`src/rtl/gpio_bank_pkg.sv`:
```
package gpio_bank_pkg;
  localparam int unsigned DW = 8;
  localparam int unsigned AW = 4;
  localparam int unsigned NPORT = 3;

  typedef enum logic [1:0] {
    MD_SINGLE     = 2'd0,
    MD_EXP_WIDE   = 2'd1,
    MD_EXP_NARROW = 2'd2,
    MD_PERIPH     = 2'd3
  } op_mode_e;

  // port index order: 0 = A, 1 = B, 2 = E
  localparam logic [AW-1:0] OFF_DAT [NPORT] = '{4'h0, 4'h1, 4'h8};
  localparam logic [AW-1:0] OFF_DIR [NPORT] = '{4'h2, 4'h3, 4'h9};
  localparam logic [DW-1:0] IN_ONLY [NPORT] = '{8'h00, 8'h00, 8'h03};
endpackage

```
`src/rtl/gpio_map_decode.sv`:
```
module gpio_map_decode
  import gpio_bank_pkg::*;
#(
  parameter int unsigned AWIDTH = AW,
  parameter int unsigned PORTS  = NPORT
) (
  input  logic              sel,
  input  logic [AWIDTH-1:0] addr,
  input  logic [1:0]        mode,
  input  logic              emul,
  output logic [PORTS-1:0]  dat_hit,
  output logic [PORTS-1:0]  dir_hit,
  output logic              ext_hit
);
  logic single_chip;
  logic periph;
  logic [PORTS-1:0] onchip;
  logic [PORTS-1:0] dat_match;
  logic [PORTS-1:0] dir_match;

  assign single_chip = (mode == MD_SINGLE);
  assign periph      = (mode == MD_PERIPH);

  generate
    for (genvar p = 0; p < PORTS; p++) begin : g_port
      if (p == PORTS - 1) begin : g_emul
        assign onchip[p] = single_chip | (!periph & !emul);
      end else begin : g_plain
        assign onchip[p] = single_chip;
      end
      assign dat_match[p] = sel && (addr == OFF_DAT[p]);
      assign dir_match[p] = sel && (addr == OFF_DIR[p]);
      assign dat_hit[p]   = dat_match[p] & onchip[p];
      assign dir_hit[p]   = dir_match[p] & onchip[p];
    end
  endgenerate

  assign ext_hit = |((dat_match | dir_match) & ~onchip);
endmodule

```
`src/rtl/gpio_port_reg.sv`:
```
module gpio_port_reg #(
  parameter int unsigned        W    = 8,
  parameter logic [W-1:0]       FIXED_IN = '0
) (
  input  logic         clk,
  input  logic         rst,
  input  logic         wr_dat,
  input  logic         wr_dir,
  input  logic [W-1:0] wdata,
  input  logic [W-1:0] alt_mask,
  input  logic [W-1:0] pin_in,
  output logic [W-1:0] dat_q,
  output logic [W-1:0] dir_q,
  output logic [W-1:0] oe,
  output logic [W-1:0] dat_rd
);
  always_ff @(posedge clk) begin
    if (rst) begin
      dat_q <= '0;
      dir_q <= '0;
    end else begin
      if (wr_dat) dat_q <= wdata;
      if (wr_dir) dir_q <= wdata & ~FIXED_IN;
    end
  end

  assign oe     = dir_q & ~alt_mask & ~FIXED_IN;
  assign dat_rd = (dat_q & oe) | (pin_in & ~oe);
endmodule

```
`src/rtl/gpio_port_bank.sv`:
```
module gpio_port_bank
  import gpio_bank_pkg::*;
#(
  parameter int unsigned WIDTH = DW,
  parameter int unsigned AWID  = AW
) (
  input  logic             clk,
  input  logic             rst,
  input  logic [1:0]       op_mode,
  input  logic             emul_e,
  input  logic             bus_sel,
  input  logic             bus_wr,
  input  logic [AWID-1:0]  bus_addr,
  input  logic [WIDTH-1:0] bus_wdata,
  output logic [WIDTH-1:0] bus_rdata,
  output logic             bus_ext,
  input  logic [WIDTH-1:0] alt_e,
  input  logic [WIDTH-1:0] pin_a_in,
  input  logic [WIDTH-1:0] pin_b_in,
  input  logic [WIDTH-1:0] pin_e_in,
  output logic [WIDTH-1:0] pin_a_out,
  output logic [WIDTH-1:0] pin_a_oe,
  output logic [WIDTH-1:0] pin_b_out,
  output logic [WIDTH-1:0] pin_b_oe,
  output logic [WIDTH-1:0] pin_e_out,
  output logic [WIDTH-1:0] pin_e_oe
);
  localparam int unsigned P = NPORT;

  logic [P-1:0]     dat_hit, dir_hit;
  logic             ext_hit;
  logic [WIDTH-1:0] pin_in_v [P];
  logic [WIDTH-1:0] alt_v    [P];
  logic [WIDTH-1:0] dat_q_v  [P];
  logic [WIDTH-1:0] dir_q_v  [P];
  logic [WIDTH-1:0] oe_v     [P];
  logic [WIDTH-1:0] rd_v     [P];
  logic [WIDTH-1:0] rd_mux;

  assign pin_in_v[0] = pin_a_in;
  assign pin_in_v[1] = pin_b_in;
  assign pin_in_v[2] = pin_e_in;
  assign alt_v[0]    = '0;
  assign alt_v[1]    = '0;
  assign alt_v[2]    = alt_e;

  gpio_map_decode #(.AWIDTH(AWID), .PORTS(P)) u_dec (
    .sel     (bus_sel),
    .addr    (bus_addr),
    .mode    (op_mode),
    .emul    (emul_e),
    .dat_hit (dat_hit),
    .dir_hit (dir_hit),
    .ext_hit (ext_hit)
  );

  generate
    for (genvar p = 0; p < P; p++) begin : g_prt
      gpio_port_reg #(.W(WIDTH), .FIXED_IN(IN_ONLY[p])) u_reg (
        .clk      (clk),
        .rst      (rst),
        .wr_dat   (dat_hit[p] & bus_wr),
        .wr_dir   (dir_hit[p] & bus_wr),
        .wdata    (bus_wdata),
        .alt_mask (alt_v[p]),
        .pin_in   (pin_in_v[p]),
        .dat_q    (dat_q_v[p]),
        .dir_q    (dir_q_v[p]),
        .oe       (oe_v[p]),
        .dat_rd   (rd_v[p])
      );
    end
  endgenerate

  always_comb begin
    rd_mux = '0;
    for (int p = 0; p < P; p++) begin
      if (dat_hit[p]) rd_mux = rd_mux | rd_v[p];
      if (dir_hit[p]) rd_mux = rd_mux | dir_q_v[p];
    end
  end

  always_ff @(posedge clk) begin
    if (rst) begin
      bus_rdata <= '0;
      bus_ext   <= 1'b0;
    end else begin
      bus_rdata <= bus_wr ? '0 : rd_mux;
      bus_ext   <= ext_hit;
    end
  end

  assign pin_a_out = dat_q_v[0];
  assign pin_a_oe  = oe_v[0];
  assign pin_b_out = dat_q_v[1];
  assign pin_b_oe  = oe_v[1];
  assign pin_e_out = dat_q_v[2];
  assign pin_e_oe  = oe_v[2];
endmodule

```
`config.mk`:
```
export PLATFORM = sky130hd
export DESIGN_NAME = gpio_port_bank
export DESIGN_NICKNAME = d
export VERILOG_FILES = /design/src/rtl/gpio_bank_pkg.sv /design/src/rtl/gpio_map_decode.sv /design/src/rtl/gpio_port_reg.sv /design/src/rtl/gpio_port_bank.sv
export SDC_FILE = /design/constraint.sdc
export NUM_CORES = 1
export LEC_CHECK = 0
export BUFFER_PORTS_ARGS = -buffer_cell sky130_fd_sc_hd__buf_2
export CORE_UTILIZATION = 31
export DETAILED_ROUTE_END_ITERATION = 7
export SYNTH_ARGS = -nofsm -noshare
export SYNTH_HDL_FRONTEND = slang
export SYNTH_HIERARCHICAL = 1
export SYNTH_SLANG_ARGS = --single-unit
```
`constraint.sdc`:
```
create_clock -name clk -period 2.1 [get_ports clk]
set_input_delay 0.42 -clock clk [delete_from_list [all_inputs] [get_ports clk]]
set_output_delay 0.42 -clock clk [all_outputs]
set_load 0.005 [all_outputs]
```
# After elaboration in Yosys (flattened, before gate mapping)
# Cells that the tools add are included.
word_totals:
  input_bits: 51
  output_inout_bits: 57
  wordCells: 68
  regBits: 55
op_classes:
  reduce_logical: 12
  bitwise: 36
  n_mux: 6
  n_eq_ne: 6
op_table:
  columns: ["op", "n"]
  rows:
  - ["$or 8x8->8", 8]
  - ["$and 8x8->8", 7]
  - ["$mux 8", 6]
  - ["$not 8->8", 4]
  - ["$and 1x1->1", 13]
  - ["$eq 4x2->1 const B", 2]
  - ["$eq 4x4->1 const B", 2]
  - ["$logic_and 1x1->1", 6]
  - ["$eq 4x1->1 const B", 1]
  - ["$logic_not 4->1", 1]
  - ["$and 3x3->3", 1]
  - ["$not 3->3", 1]
  - ["$or 3x3->3", 1]
  - ["$reduce_or 3->1", 1]
  - ["$eq 2x2->1 const B", 1]
  - ["$logic_not 1->1", 2]
  - ["$logic_not 2->1", 1]
  - ["$reduce_or 2->1", 1]
  - ["$or 1x1->1", 1]

# Depth between registers and ports, before layout
depth:
  word_depth: 14
  ltp_mapped: 8
  mapped_depth_nobuf: 6

# Modules after synthesis
# The synthesis kept the hierarchy.
modules_own_cells:
  columns: ["mod", "area_each_um2", "cells_per_inst", "seq_area_each_um2", "instances"]
  rows:
  - ["gpio_port_reg at g_prt[0].u_reg ...", 809.5, 68, 320.3, 2]
  - ["gpio_port_reg at g_prt[2].u_reg", 718.2, 64, 280.3, 1]
  - ["gpio_port_bank", 503.0, 57, 180.2, 1]
  - ["gpio_map_decode", 121.4, 18, 0.0, 1]

# Least setup slack after synthesis
# OpenSTA, ideal clock, no wires.
synth_path:
  path_kind: "input-to-reg"
  startpoint: "in bus_addr[2]"
  endpoint: "reg g_prt[2].u_reg.dir_q[2]"
  path_stages: 8
  required_ns: 1.983
  path_slack_ns: 0.190
  arrival_ns: 1.793
  setup_ns: 0.117
  n_path_buf: 2
  path_cell_list: "nand2b_1 -> or3_4 -> nor2_1 -> clkbuf_1 -> and2_1 -> buf_4 -> mux2i_1 -> nor2_1"
synth_via:
  elab_chain_len: 4
synth_lines:
  columns: ["item", "line_no", "text"]
  rows:
  - ["start: declaration", "gpio_port_bank.sv:13", "input logic [AWID-1:0] bus_addr,"]
  - ["$eq 4x4->1", "gpio_map_decode.sv:32", "assign dir_match[p] = sel && (addr == OFF_DIR[p]);"]
  - ["$logic_and 1x1->1", "gpio_map_decode.sv:32", null]
  - ["$and 1x1->1", "gpio_map_decode.sv:34", "assign dir_hit[p] = dir_match[p] & onchip[p];"]
  - ["net dir_hit[2]", "gpio_port_bank.sv:30", "logic [P-1:0] dat_hit, dir_hit;"]
  - ["$and 1x1->1", "gpio_port_bank.sv:63", ".wr_dir (dir_hit[p] & bus_wr),"]
  - ["end signal: assignment", "gpio_port_reg.sv:23", "if (wr_dir) dir_q <= wdata & ~FIXED_IN;"]
  - ["end: declaration", "gpio_port_reg.sv:13", "output logic [W-1:0] dir_q,"]
# The timed path passes the listed nets, and every way through them passes these cells.
# A chain may end at the register's enable or synchronous reset.

# Worst setup path in the final report
layout_path:
  startpoint: "in bus_addr[2]"
  endpoint: "reg g_prt[1].u_reg.dat_q[2]"
layout_via:
  elab_chain_len: 4
layout_lines:
  columns: ["item", "line_no", "text"]
  rows:
  - ["$eq 4x1->1", "gpio_map_decode.sv:31", "assign dat_match[p] = sel && (addr == OFF_DAT[p]);"]
  - ["$logic_and 1x1->1", "gpio_map_decode.sv:31", null]
  - ["$and 1x1->1", "gpio_map_decode.sv:33", "assign dat_hit[p] = dat_match[p] & onchip[p];"]
  - ["net dat_hit[1]", "gpio_port_bank.sv:30", null]
  - ["$and 1x1->1", "gpio_port_bank.sv:62", ".wr_dat (dat_hit[p] & bus_wr),"]
  - ["end signal: assignment", "gpio_port_reg.sv:22", "if (wr_dat) dat_q <= wdata;"]
  - ["end: declaration", "gpio_port_reg.sv:12", "output logic [W-1:0] dat_q,"]
# The timed path passes the listed nets, and every way through them passes these cells.

==> metrics.yaml <==
hold_path_class: "in2reg"
p_total_uw: 1835
setup_tns_ns: 0
slowest_stage: "or3_4"
critPathMaxStageDelay_ns: 0.35
setup_viol: 0
vias: 2373
slew_headroom_pct: 65.61
synth_edf_count: 0
p_per_area_nw_per_um2: 486.6
antennaDiodeCount: 0
clock_sinks: 55
vias_per_cell: 4.520
grt_remaining_overflow: 0
crit_buf_inv: 2
postCtsHoldBufs: 0
drc: 0
cts_resized: 0
syn_to_final_growth_pct: 27.33
die_w_um: 99.74
synth_area_um2: 2962
yosysWarnings: 6
dp_hpwl_um: 5750
cts_buffers: 5
portBuffers: 103
crit_family: "simple AND/OR/NAND/NOR gates"
finish.utilization_pct: 40.81
synth_ff_type: "dfxtp_1"
cp.required_ns: 2.28
postCtsSetupBuffers: 0
cp-end-kind: "register"
ir_drop_mv: 0.2244
cts_htree_levels: 2
grt_pass1_wl_um: 12190
totalWireLength_um: 7901
ys_ff_latch: 55
drt_pre_antenna_iters: 5
hold_viol: 0
rsz0062_at_grt: "no"
fill_cells: 946
core-area_um2: 9240
drv_slew: 0
start_util_pct: 32.05
tightest_slew_ns: 0.5159
routedWlPerCell_um: 15.05
nets: 446
multiInputGateArea_um2: 1752
io_pins: 108
synth_cells: 275
antenna_found_initial: 0
fmax_mhz: 629.1
start_kind: "primary input"
clockBufferDepth: 2
fin_skew_ns: 0.01063
drive_above_1_share_pct: 44.44
cp.arrival_ns: 1.77
grtUsageTotal_pct: 16.18
synthArstFlopShare_pct: 0
gp_congestion: 0.7856
num_rows: 35
grt_max_degree: 48
ys_seq_area_share_pct: 37.18
postSynthAreaPerCell_um2: 10.77
p_leak_uw: 0.001550
die_y_um: 99.74
crit_fanout: 8
cp_cell_sequence: "buf_2, nand2b_1, or3_4, nor4_4, and2_1, buf_12, mux2i_1, nor2_1"
min_period_ns: 1.589
seqCellArea_um2: 1101
outcome: "finished clean"
ys_types: 27
cts_tree: "built"
ant_nets: 0
clk_pin_slew_ns: 0.11
drt-initial-drc-count: 52
period_share_pct: 75.69
grt_pass1_vias: 2304
dieArea_um2: 9948
clock_latency_ns: 0.31
cts-root-buf: "clkbuf_8"
worstSetupPathType: "in2reg"
drv_cap: 0
==> metal layers <==
metal | share of wire (%) | wire [um] | vias up | GRT usage (%)
met5 | 0 | 0 | - | 0
met4 | 2.2 | 170 | 0 | 6.561
met3 | 4.8 | 383 | 14 | 2.530
met2 | 50 | 3952 | 80 | 28.54
met1 | 43 | 3395 | 1103 | 19.54
li1 | - | - | 1176 | -
==> worst paths after layout <==
kind	startpoint	slack [ns]	end	cells past startpoint
setup / recovery	bus_addr[2]	0.51	g_prt[1].u_reg/dat_q[2]	8
hold / removal	bus_wdata[0]	0.41	g_prt[1].u_reg/dat_q[0]	3
setup reg to reg	g_prt[0].u_reg/dir_q[3]	0.80	bus_rdata[3]	4
hold reg to reg	g_prt[2].u_reg/dat_q[1]	0.51	g_prt[2].u_reg/dat_q[1]	2
==> cell families after synthesis <==
family,synth area share [%]
buf+inv,6.379
simple gates,21.21
compound gates,8.280
flops,37.18
other cells,0.2536
mux,26.70
==> sequential cells by signal, indices dropped and copies added, names as in the netlist <==
register and flops:
g_prt.u_reg/dat_q 24, bus_ext 1, g_prt.u_reg/dir_q 22, bus_rdata 8
==> placed cells by master (no fill, tap or decap), types with 8 or more instances in the layout <==
cell,instances
buf_2,103
dfxtp_1,55
nor2_1,51
mux2i_1,46
a22oi_1,24
nor2b_4,22
mux2_4,22
conb_1,20
buf_4,14
a31oi_1,8
==> area by class of cell <==
cell class | count | area share, %
Timing Repair Buffer | 119 | 17.52
Multi-Input combinational cell | 213 | 46.45
Clock inverter | 3 | 0.6304
Inverter | 1 | 0.09954
Sequential cell | 55 | 29.20
Clock buffer | 5 | 1.825
Tap cell | 129 | 4.280
==> synthesized netlist by cell type (2+ instances only) <==
cell | n | share of area (%)
buf_2 | 5 | 0.84
mux2_4 | 22 | 11
nor2b_4 | 22 | 10
nor4b_1 | 2 | 0.59
o21ai_0 | 2 | 0.34
dfxtp_1 | 55 | 37
nor2_1 | 51 | 6.5
a31oi_1 | 8 | 1.7
buf_4 | 7 | 1.8
buf_6 | 8 | 3.0
conb_1 | 2 | 0.25
a22oi_1 | 24 | 6.1
clkbuf_1 | 2 | 0.25
clkbuf_2 | 2 | 0.34
mux2i_1 | 46 | 16
and2_1 | 6 | 1.3
==> worst reg2reg max path, stage by stage (launching register included) <==
cell and delay (ns):
dfxtp_1 0.38, nor2b_4 0.18, mux2_4 0.30, a22oi_1 0.21, a31oi_1 0.10
==> power breakdown <==
part / internal, uW / total (uW) / switching, uW
clock: 242 / 611 / 369
combinational: 81.7 / 175 / 93.6
sequential: 1050 / 1050 / 2.39
total: 1370 / 1830 / 465
==> through the flow <==
| step | instance area (um^2) | hold WS [ns] | cells | worst slack, ns |
|---|---|---|---|---|
| 4_1_cts | 3771 | 0.4054 | 525 | 0.5084 |
| 3_3_place_gp | 3679 | 0.4865 | 517 | 0.1901 |
| 3_5_place_dp | 3679 | 0.4913 | 517 | 0.1766 |
| 6_report | 3771 | 0.4106 | 525 | 0.5105 |
| 2_1_floorplan | 3029 | 0.4841 | 293 | 0.1903 |
| 5_1_grt | 3771 | 0.4277 | 525 | 0.3635 |
No activity file was read; power rests on OpenSTA's default activity.
